`src/rtl/fracn_pkg.sv`:
```
`timescale 1ns/1ps
package fracn_pkg;
    // Reference edge selection ahead of the reference counter
    typedef enum logic [1:0] {
        REF_DIRECT = 2'b00,
        REF_DOUBLE = 2'b01,
        REF_HALVE  = 2'b10,
        REF_SPARE  = 2'b11
    } ref_mode_e;

    // Number of cascaded accumulators (cancellation network assumes three)
    localparam int NSTG = 3;
endpackage

```
`src/rtl/fracn_refpath.sv`:
```
`timescale 1ns/1ps
module fracn_refpath #(
    parameter int R_W = 4
) (
    input  logic           clk,
    input  logic           rst_n,
    input  logic           ref_rise,
    input  logic           ref_fall,
    input  logic [1:0]     mode,
    input  logic [R_W-1:0] rdiv,
    output logic           tick_o
);
    import fracn_pkg::*;

    typedef struct packed {
        logic [R_W-1:0] cnt;
        logic           half;
        logic           tick;
    } rp_t;

    rp_t st_d, st_q;
    logic           ev;
    logic [R_W:0]   lim;
    logic [R_W:0]   nxt;

    always_comb begin
        st_d      = st_q;
        st_d.tick = 1'b0;
        if (ref_rise) st_d.half = ~st_q.half;
        unique case (ref_mode_e'(mode))
            REF_DOUBLE: ev = ref_rise | ref_fall;
            REF_HALVE:  ev = ref_rise & st_q.half;
            default:    ev = ref_rise;
        endcase
        lim = (rdiv == '0) ? (R_W+1)'(1) : {1'b0, rdiv};
        nxt = {1'b0, st_q.cnt} + (R_W+1)'(1);
        if (ev) begin
            if (nxt >= lim) begin
                st_d.cnt  = '0;
                st_d.tick = 1'b1;
            end else begin
                st_d.cnt = nxt[R_W-1:0];
            end
        end
    end

    always_ff @(posedge clk or negedge rst_n) begin
        if (!rst_n) st_q <= '0;
        else        st_q <= st_d;
    end

    assign tick_o = st_q.tick;
endmodule

```
`src/rtl/fracn_lfsr.sv`:
```
`timescale 1ns/1ps
module fracn_lfsr #(
    parameter int           W    = 23,
    parameter int           TAP  = 18,
    parameter logic [W-1:0] SEED = W'(24'h1ACE5)
) (
    input  logic clk,
    input  logic rst_n,
    input  logic step,
    output logic bit_o
);
    logic [W-1:0] q_d, q_q;

    always_comb begin
        q_d = q_q;
        if (step) q_d = {q_q[W-2:0], q_q[W-1] ^ q_q[TAP-1]};
    end

    always_ff @(posedge clk or negedge rst_n) begin
        if (!rst_n) q_q <= SEED;
        else        q_q <= q_d;
    end

    assign bit_o = q_q[0];
endmodule

```
`src/rtl/fracn_acc_stage.sv`:
```
`timescale 1ns/1ps
module fracn_acc_stage #(
    parameter int MOD_W = 12
) (
    input  logic [MOD_W-1:0] acc_i,
    input  logic [MOD_W:0]   inc_i,
    input  logic [MOD_W-1:0] mod_i,
    output logic [MOD_W-1:0] acc_o,
    output logic             carry_o
);
    logic [MOD_W:0] sum;
    logic [MOD_W:0] red;

    // Both operands are below the modulus, so one subtraction is enough
    assign sum     = {1'b0, acc_i} + inc_i;
    assign carry_o = (sum >= {1'b0, mod_i});
    assign red     = sum - {1'b0, mod_i};
    assign acc_o   = carry_o ? red[MOD_W-1:0] : sum[MOD_W-1:0];
endmodule

```
`src/rtl/fracn_divctl.sv`:
```
`timescale 1ns/1ps
module fracn_divctl #(
    parameter int INT_W = 12,
    parameter int MOD_W = 12,
    parameter int R_W   = 4
) (
    input  logic             clk,
    input  logic             rst_n,
    input  logic             ref_rise,
    input  logic             ref_fall,
    input  logic [1:0]       ref_mode,
    input  logic [R_W-1:0]   ref_div,
    input  logic             cfg_load,
    input  logic [INT_W-1:0] cfg_int,
    input  logic [MOD_W-1:0] cfg_frac,
    input  logic [MOD_W-1:0] cfg_mod,
    input  logic             cfg_dither,
    output logic             pfd_tick,
    output logic [INT_W-1:0] div_value,
    output logic             div_valid
);
    import fracn_pkg::*;

    localparam int Y_W = 4;

    typedef struct packed {
        logic [INT_W-1:0] int_v;
        logic [MOD_W-1:0] frac_v;
        logic [MOD_W-1:0] mod_v;
        logic             dith;
    } cfg_t;

    typedef struct packed {
        cfg_t                             act;
        cfg_t                             pend;
        logic                             pend_ok;
        logic [NSTG-1:0][MOD_W-1:0]       acc;
        logic                             c2_p;
        logic                             c3_p;
        logic                             c3_pp;
        logic [INT_W-1:0]                 div;
        logic                             vld;
    } st_t;

    st_t  st_d, st_q;
    cfg_t cur;
    logic apply;
    logic dith_bit;
    logic [Y_W-1:0] y;
    logic h2, h3, h3p;

    logic [MOD_W-1:0] acc_base [NSTG];
    logic [MOD_W:0]   stg_inc  [NSTG];
    logic [MOD_W-1:0] acc_nx   [NSTG];
    logic [NSTG-1:0]  cy;

    fracn_refpath #(.R_W(R_W)) u_ref (
        .clk(clk), .rst_n(rst_n), .ref_rise(ref_rise), .ref_fall(ref_fall),
        .mode(ref_mode), .rdiv(ref_div), .tick_o(pfd_tick)
    );

    fracn_lfsr u_lfsr (.clk(clk), .rst_n(rst_n), .step(pfd_tick), .bit_o(dith_bit));

    assign apply = pfd_tick & st_q.pend_ok;
    assign cur   = apply ? st_q.pend : st_q.act;

    for (genvar g = 0; g < NSTG; g++) begin : g_stg
        assign acc_base[g] = apply ? '0 : st_q.acc[g];
        if (g == 0) begin : g_head
            assign stg_inc[g] = {1'b0, cur.frac_v} + (MOD_W+1)'(cur.dith & dith_bit);
        end else begin : g_tail
            assign stg_inc[g] = {1'b0, acc_nx[g-1]};
        end
        fracn_acc_stage #(.MOD_W(MOD_W)) u_stage (
            .acc_i(acc_base[g]), .inc_i(stg_inc[g]), .mod_i(cur.mod_v),
            .acc_o(acc_nx[g]), .carry_o(cy[g])
        );
    end

    assign h2  = apply ? 1'b0 : st_q.c2_p;
    assign h3  = apply ? 1'b0 : st_q.c3_p;
    assign h3p = apply ? 1'b0 : st_q.c3_pp;

    // Noise-cancelling combination: c1 + d(c2) + d2(c3), range -3..+4
    assign y = Y_W'(cy[0]) + Y_W'(cy[1]) - Y_W'(h2) + Y_W'(cy[2])
             - {2'b00, h3, 1'b0} + Y_W'(h3p);

    always_comb begin
        st_d     = st_q;
        st_d.vld = 1'b0;
        if (pfd_tick) begin
            if (apply) begin
                st_d.act     = st_q.pend;
                st_d.pend_ok = 1'b0;
            end
            for (int i = 0; i < NSTG; i++) st_d.acc[i] = acc_nx[i];
            st_d.c2_p  = cy[1];
            st_d.c3_p  = cy[2];
            st_d.c3_pp = h3;
            st_d.div   = cur.int_v + {{(INT_W-Y_W){y[Y_W-1]}}, y};
            st_d.vld   = 1'b1;
        end
        if (cfg_load) begin
            st_d.pend    = '{int_v: cfg_int, frac_v: cfg_frac, mod_v: cfg_mod, dith: cfg_dither};
            st_d.pend_ok = 1'b1;
        end
    end

    always_ff @(posedge clk or negedge rst_n) begin
        if (!rst_n) begin
            st_q           <= '0;
            st_q.act.mod_v <= MOD_W'(1);
            st_q.pend.mod_v <= MOD_W'(1);
        end else begin
            st_q <= st_d;
        end
    end

    assign div_value = st_q.div;
    assign div_valid = st_q.vld;
endmodule

```
`config.mk`:
```
export PLATFORM = sky130hd
export DESIGN_NAME = fracn_divctl
export DESIGN_NICKNAME = d
export VERILOG_FILES = /design/src/rtl/fracn_pkg.sv /design/src/rtl/fracn_refpath.sv /design/src/rtl/fracn_lfsr.sv /design/src/rtl/fracn_acc_stage.sv /design/src/rtl/fracn_divctl.sv
export SDC_FILE = /design/constraint.sdc
export NUM_CORES = 1
export LEC_CHECK = 0
export ABC_AREA = 0
export BUFFER_PORTS_ARGS = -buffer_cell sky130_fd_sc_hd__buf_4
export CAP_MARGIN = 30
export CORE_MARGIN = 3
export CORE_UTILIZATION = 50
export CTS_CLUSTER_DIAMETER = 40
export DETAILED_ROUTE_END_ITERATION = 16
export PLACE_DENSITY = 0.67
export SYNTH_ARGS = -nofsm -noshare
export SYNTH_HDL_FRONTEND = slang
export SYNTH_HIERARCHICAL = 1
export SYNTH_SLANG_ARGS = --single-unit
```
`constraint.sdc`:
```
create_clock -name clk -period 18.15 [get_ports clk]
set_input_delay 1.815 -clock clk [delete_from_list [all_inputs] [get_ports clk]]
set_output_delay 1.815 -clock clk [all_outputs]
set_load 0.01 [all_outputs]
```
==> out/metrics.yaml, run 1 <==
run:
  max-cap-violations: 0
sta:
  maxSlewHeadroom: 0.426
  finalClockSkew_ps: 13.3
  setup_viol: 0
  rsz0062_at_grt: "no"
  fmax_mhz: 62.0
  finalHoldViolCount: 0
  finalCritPeriodShare: 0.889
  slew_viol_final: 0
  holdWs_ps: 470
  fin_setup_tns_ps: 0
  tightest_slew_ps: 861
  setup_slack_ps: 2010
  min_period_ps: 16140
synthesis:
  synth-edff-count: 0
  synth_seq_area_share: 0.340
  postSynthCellCount: 1147
  ys_ff_latch: 156
  synth.distinct_cells: 73
  ys_async_sr_fraction: 1.00
  syn_area_per_cell_sq_um: 10.0
  synth_area_sq_mm: 0.0115
  synth_flop_cell: "dfrtp_1"
  yosysWarnings: 6
route:
  drcViolationCount: 0
  drt_wl_total_microns: 25000
  via_per_inst: 5.54
  ant_nets: 0
  vias: 8199
  routedWlPerCell_microns: 16.9
  firstDrtPassIters: 5
  drtIter0Drc: 407
floorplan:
  start_util: 0.518
  die_w_microns: 158
  fp.dieH_microns: 158
  ios: 62
  die_area_sq_mm: 0.0249
  core_region_area_sq_mm: 0.0222
  rows: 54
critical_path:
  cp_max_fo: 49
  max_stage_delay_ps: 770
  rrSetupSlack_ps: 2010
  worstSetupPathType: "reg -> reg"
  start_kind: "flop"
  cp.arrival_ps: 16440
  r2r_start: "u_ref/tick_o$_DFF_PN0_"
  endpoint_kind: "flop"
  crit_top_cell: "ha_1"
  r2r-end: "div_value[10]$_DFFE_PN0P_"
  cp-endpoint: "div_value[10]$_DFFE_PN0P_"
  cp.required_ps: 18450
  critPathLaunch: "u_ref/tick_o$_DFF_PN0_"
  crit_slowest_cell: "dfrtp_4"
  reg2reg_depth: 64
grt:
  antenna_found_initial: 0
  grt_pass1_wl_microns: 41200
  grt-ovfl-total: 0
  first_global_vias: 8119
  grt_start_max_net_pins: 90
  grt.total_usage: 0.208
layout:
  drive_gt1_frac: 0.239
  diodes: 0
  syn_to_final_growth_pct: 10.0
  mostFrequentLayoutCell: "dfrtp_1"
  layout_common_cells: "143 x dfrtp_1, 121 x nand2_1, 99 x inv_1"
  fin_util: 0.570
  fin_nets: 1337
clock_tree:
  cts_buffer_depth: 2
  cts_resized: 0
  tritoncts: "yes"
  cts-root-buf: "clkbuf_16"
  post_cts_buffers: 0
  clock_latency_ps: 440
  cts_inserted_buffers: 17
  htree_levels: 4
  clock_sinks: 156
  cts-hold-fix-buffers: 0
  cts.reportedPaths.clkPinSlew_ps: 80
place:
  finalWeightedCongestion: 0.876
  portBuffers: 61
  pre_cts_ws_ps: 2140
  dp_hpwl_microns: 18200
worst_hold_path:
  min_path_type: "reg -> reg"
  whs_path_depth: 2
status:
  status: "finished clean"
-- worst min-delay path by stage --
stage	from	endpoint	slack (ps)
after floorplan	st_q[90]$_DFFE_PN0P_	st_q[90]$_DFFE_PN0P_	430
after global placement	st_q[118]$_DFFE_PN0P_	st_q[118]$_DFFE_PN0P_	450
after detailed placement	st_q[99]$_DFFE_PN0P_	st_q[99]$_DFFE_PN0P_	460
after CTS	st_q[99]$_DFFE_PN0P_	st_q[99]$_DFFE_PN0P_	470
after global routing	st_q[102]$_DFFE_PN0P_	st_q[102]$_DFFE_PN0P_	490
final	st_q[92]$_DFFE_PN0P_	st_q[92]$_DFFE_PN0P_	470
-- cells in the mapped netlist, types with 20 or more instances --
library cell | number | area, sq um
xnor2_1 | 57 | 499
nor3_1 | 20 | 100
nor2_1 | 66 | 248
a21oi_1 | 58 | 290
mux2_4 | 46 | 691
ha_1 | 92 | 1150
o21ai_0 | 21 | 105
and2_1 | 44 | 275
inv_1 | 99 | 372
dfrtp_1 | 144 | 3600
nand2_1 | 122 | 458
mux2_2 | 93 | 1050
-- critical path, delay by kind of cell, from the launching register on --
family	cells	cell delay (ps)
compound gates	17	3850
buf+inv	4	640
mux	5	1490
flops	1	770
simple gates	22	4730
fa+ha+maj	12	3750
xor+xnor	4	770
-- sequential cells by signal, indices dropped and copies added (netlist names) --
| register | count |
|---|---|
| u_lfsr/q_q | 23 |
| u_ref/st_q | 5 |
| div_valid | 1 |
| st_q | 114 |
| div_value | 12 |
| u_ref/tick_o | 1 |
-- kinds of logic (layout without fill, tap and decap cells) --
kind of cell	Yosys count	after routing	share of synthesized area
AND/OR/NAND/NOR	320	320	0.134
AO/OA/AOI/OAI	199	199	0.131
flip-flops	156	156	0.340
multiplexers	153	153	0.163
buffers and inverters	145	196	0.0611
adder cells (fa/ha/maj)	101	101	0.116
XOR/XNOR	72	72	0.0547
other	1	4	0.000325
-- cell type report --
cell class | count | area (sq um)
Timing Repair Buffer | 65 | 492
Multi-Input combinational cell | 849 | 6920
Clock buffer | 17 | 425
Inverter | 99 | 372
Tap cell | 280 | 350
Clock inverter | 15 | 204
Fill cell | 1897 | 9550
Sequential cell | 156 | 3920
-- layer usage --
metal / vias up / share of wire / global-route usage
met1: 3932 / 0.48 / 0.300
met4: 0 / 0.020 / 0.0570
li1: 4071 / - / -
met3: 36 / 0.040 / 0.0353
met2: 160 / 0.46 / 0.326
met5: - / 0 / 0
-- per-stage QoR --
step,instance area [sq um],cells
2_1_floorplan,11500,1150
3_3_place_gp,12100,1449
3_5_place_dp,12100,1449
4_1_cts,12700,1481
5_1_grt,12700,1481
6_report,12700,1481
Power of run 1 is not shown: default switching activity piles up to over one toggle a cycle in this logic, so the estimate is an artifact.
==> inputs of run 2 (changes only) <==
--- a/config.mk
+++ b/config.mk
@@ -10,6 +10,7 @@
 export CAP_MARGIN = 30
 export CORE_MARGIN = 3
 export CORE_UTILIZATION = 50
+export CTS_BUF_LIST = sky130_fd_sc_hd__clkbuf_4
 export CTS_CLUSTER_DIAMETER = 40
 export DETAILED_ROUTE_END_ITERATION = 16
 export PLACE_DENSITY = 0.67
==> out/metrics.yaml, run 2 (synthesis gave the netlist of run 1 again) <==
status:
  status: "finished clean"
clock_tree:
  clock_sinks: 156
  tritoncts: "yes"
  cts_buffer_depth: 2
  post_cts_buffers: 0
  clock_latency_ps: 590
  cts-hold-fix-buffers: 0
  cts_inserted_buffers: 17
  cts.reportedPaths.clkPinSlew_ps: 170
  htree_levels: 4
  cts-root-buf: "clkbuf_4"
  cts_resized: 0
route:
  drcViolationCount: 0
  vias: 8176
  routedWlPerCell_microns: 16.8
  drt_wl_total_microns: 24900
  via_per_inst: 5.52
  firstDrtPassIters: 5
  drtIter0Drc: 490
  ant_nets: 0
critical_path:
  start_kind: "flop"
  max_stage_delay_ps: 800
  cp_max_fo: 49
  r2r_start: "u_ref/tick_o$_DFF_PN0_"
  worstSetupPathType: "reg -> reg"
  r2r-end: "div_value[10]$_DFFE_PN0P_"
  endpoint_kind: "flop"
  critPathLaunch: "u_ref/tick_o$_DFF_PN0_"
  reg2reg_depth: 64
  rrSetupSlack_ps: 2030
  cp.arrival_ps: 16570
  cp.required_ps: 18610
  crit_top_cell: "ha_1"
  crit_slowest_cell: "dfrtp_4"
floorplan:
  start_util: 0.518
  core_region_area_sq_mm: 0.0222
  die_area_sq_mm: 0.0249
  ios: 62
  die_w_microns: 158
  rows: 54
  fp.dieH_microns: 158
sta:
  tightest_slew_ps: 876
  setup_slack_ps: 2030
  setup_viol: 0
  rsz0062_at_grt: "no"
  maxSlewHeadroom: 0.416
  finalCritPeriodShare: 0.888
  finalHoldViolCount: 0
  slew_viol_final: 0
  finalClockSkew_ps: 27.1
  fmax_mhz: 62.0
  min_period_ps: 16120
  fin_setup_tns_ps: 0
place:
  portBuffers: 61
  finalWeightedCongestion: 0.876
  dp_hpwl_microns: 18200
  pre_cts_ws_ps: 2140
worst_hold_path:
  hold_start: "st_q[91]$_DFFE_PN1P_"
  whs_endpoint: "st_q[91]$_DFFE_PN1P_"
  min_path_type: "reg -> reg"
  whs_path_depth: 2
grt:
  grt_pass1_wl_microns: 40600
  grt-ovfl-total: 0
  grt_start_max_net_pins: 90
  grt.total_usage: 0.205
  antenna_found_initial: 1
  first_global_vias: 8007
layout:
  fin_util: 0.557
  layout_common_cells: "143 x dfrtp_1, 121 x nand2_1, 99 x inv_1"
  top_register: "st_q"
  mostFrequentLayoutCell: "dfrtp_1"
  fin_nets: 1337
  syn_to_final_growth_pct: 7.48
  drive_gt1_frac: 0.239
  multi_input_area_sq_mm: 0.00692
  largest_register_ffs: 114
  regArea_sq_mm: 0.00392
  fillCellCount: 1942
run:
  max-cap-violations: 0
run 2: cell type report:
cell class,instances,share of cell area
clock buffers,17,0.0103
clock inverters,15,0.0165
repair buffers,65,0.0397
diodes,1,0.000202
multi-input cells,849,0.558
flip-flops and latches,156,0.317
well taps,280,0.0283
inverters,99,0.0300
run 2: metrics by stage:
| step | hold slack (ps) | instances | cell area (sq um) |
|---|---|---|---|
| global route | 510 | 1482 | 12400 |
| detailed placement | 456 | 1449 | 12100 |
| floorplan | 434 | 1150 | 11500 |
| global placement | 450 | 1449 | 12100 |
| finish | 488 | 1482 | 12400 |
| CTS | 491 | 1481 | 12400 |
run 2: routing by layer:
| metal | wire (microns) | track usage | part of all wire |
|---|---|---|---|
| met2 | 11200 | 0.318 | 0.45 |
| met3 | 898 | 0.0282 | 0.036 |
| met1 | 12300 | 0.298 | 0.49 |
| met4 | 548 | 0.0669 | 0.022 |
| met5 | 0 | 0 | 0 |
run 2: worst max-delay path by stage:
stage | cells after the start | end | slack, ps
after floorplan | 68 | div_value[10]$_DFFE_PN0P_ | 3430
after global placement | 64 | div_value[10]$_DFFE_PN0P_ | 2560
after detailed placement | 64 | div_value[10]$_DFFE_PN0P_ | 2140
after CTS | 64 | div_value[10]$_DFFE_PN0P_ | 2080
after global routing | 64 | div_value[10]$_DFFE_PN0P_ | 850
final | 64 | div_value[10]$_DFFE_PN0P_ | 2030
run 2: critical path, delay by kind of cell (launching register included):
| kind | cells | cell delay (ps) |
|---|---|---|
| buffers and inverters | 4 | 630 |
| flip-flops | 1 | 800 |
| XOR/XNOR | 4 | 770 |
| multiplexers | 5 | 1510 |
| AO/OA/AOI/OAI | 17 | 3820 |
| AND/OR/NAND/NOR | 22 | 4710 |
| adder cells (fa/ha/maj) | 12 | 3740 |
Power of run 2 is left out for the same reason.
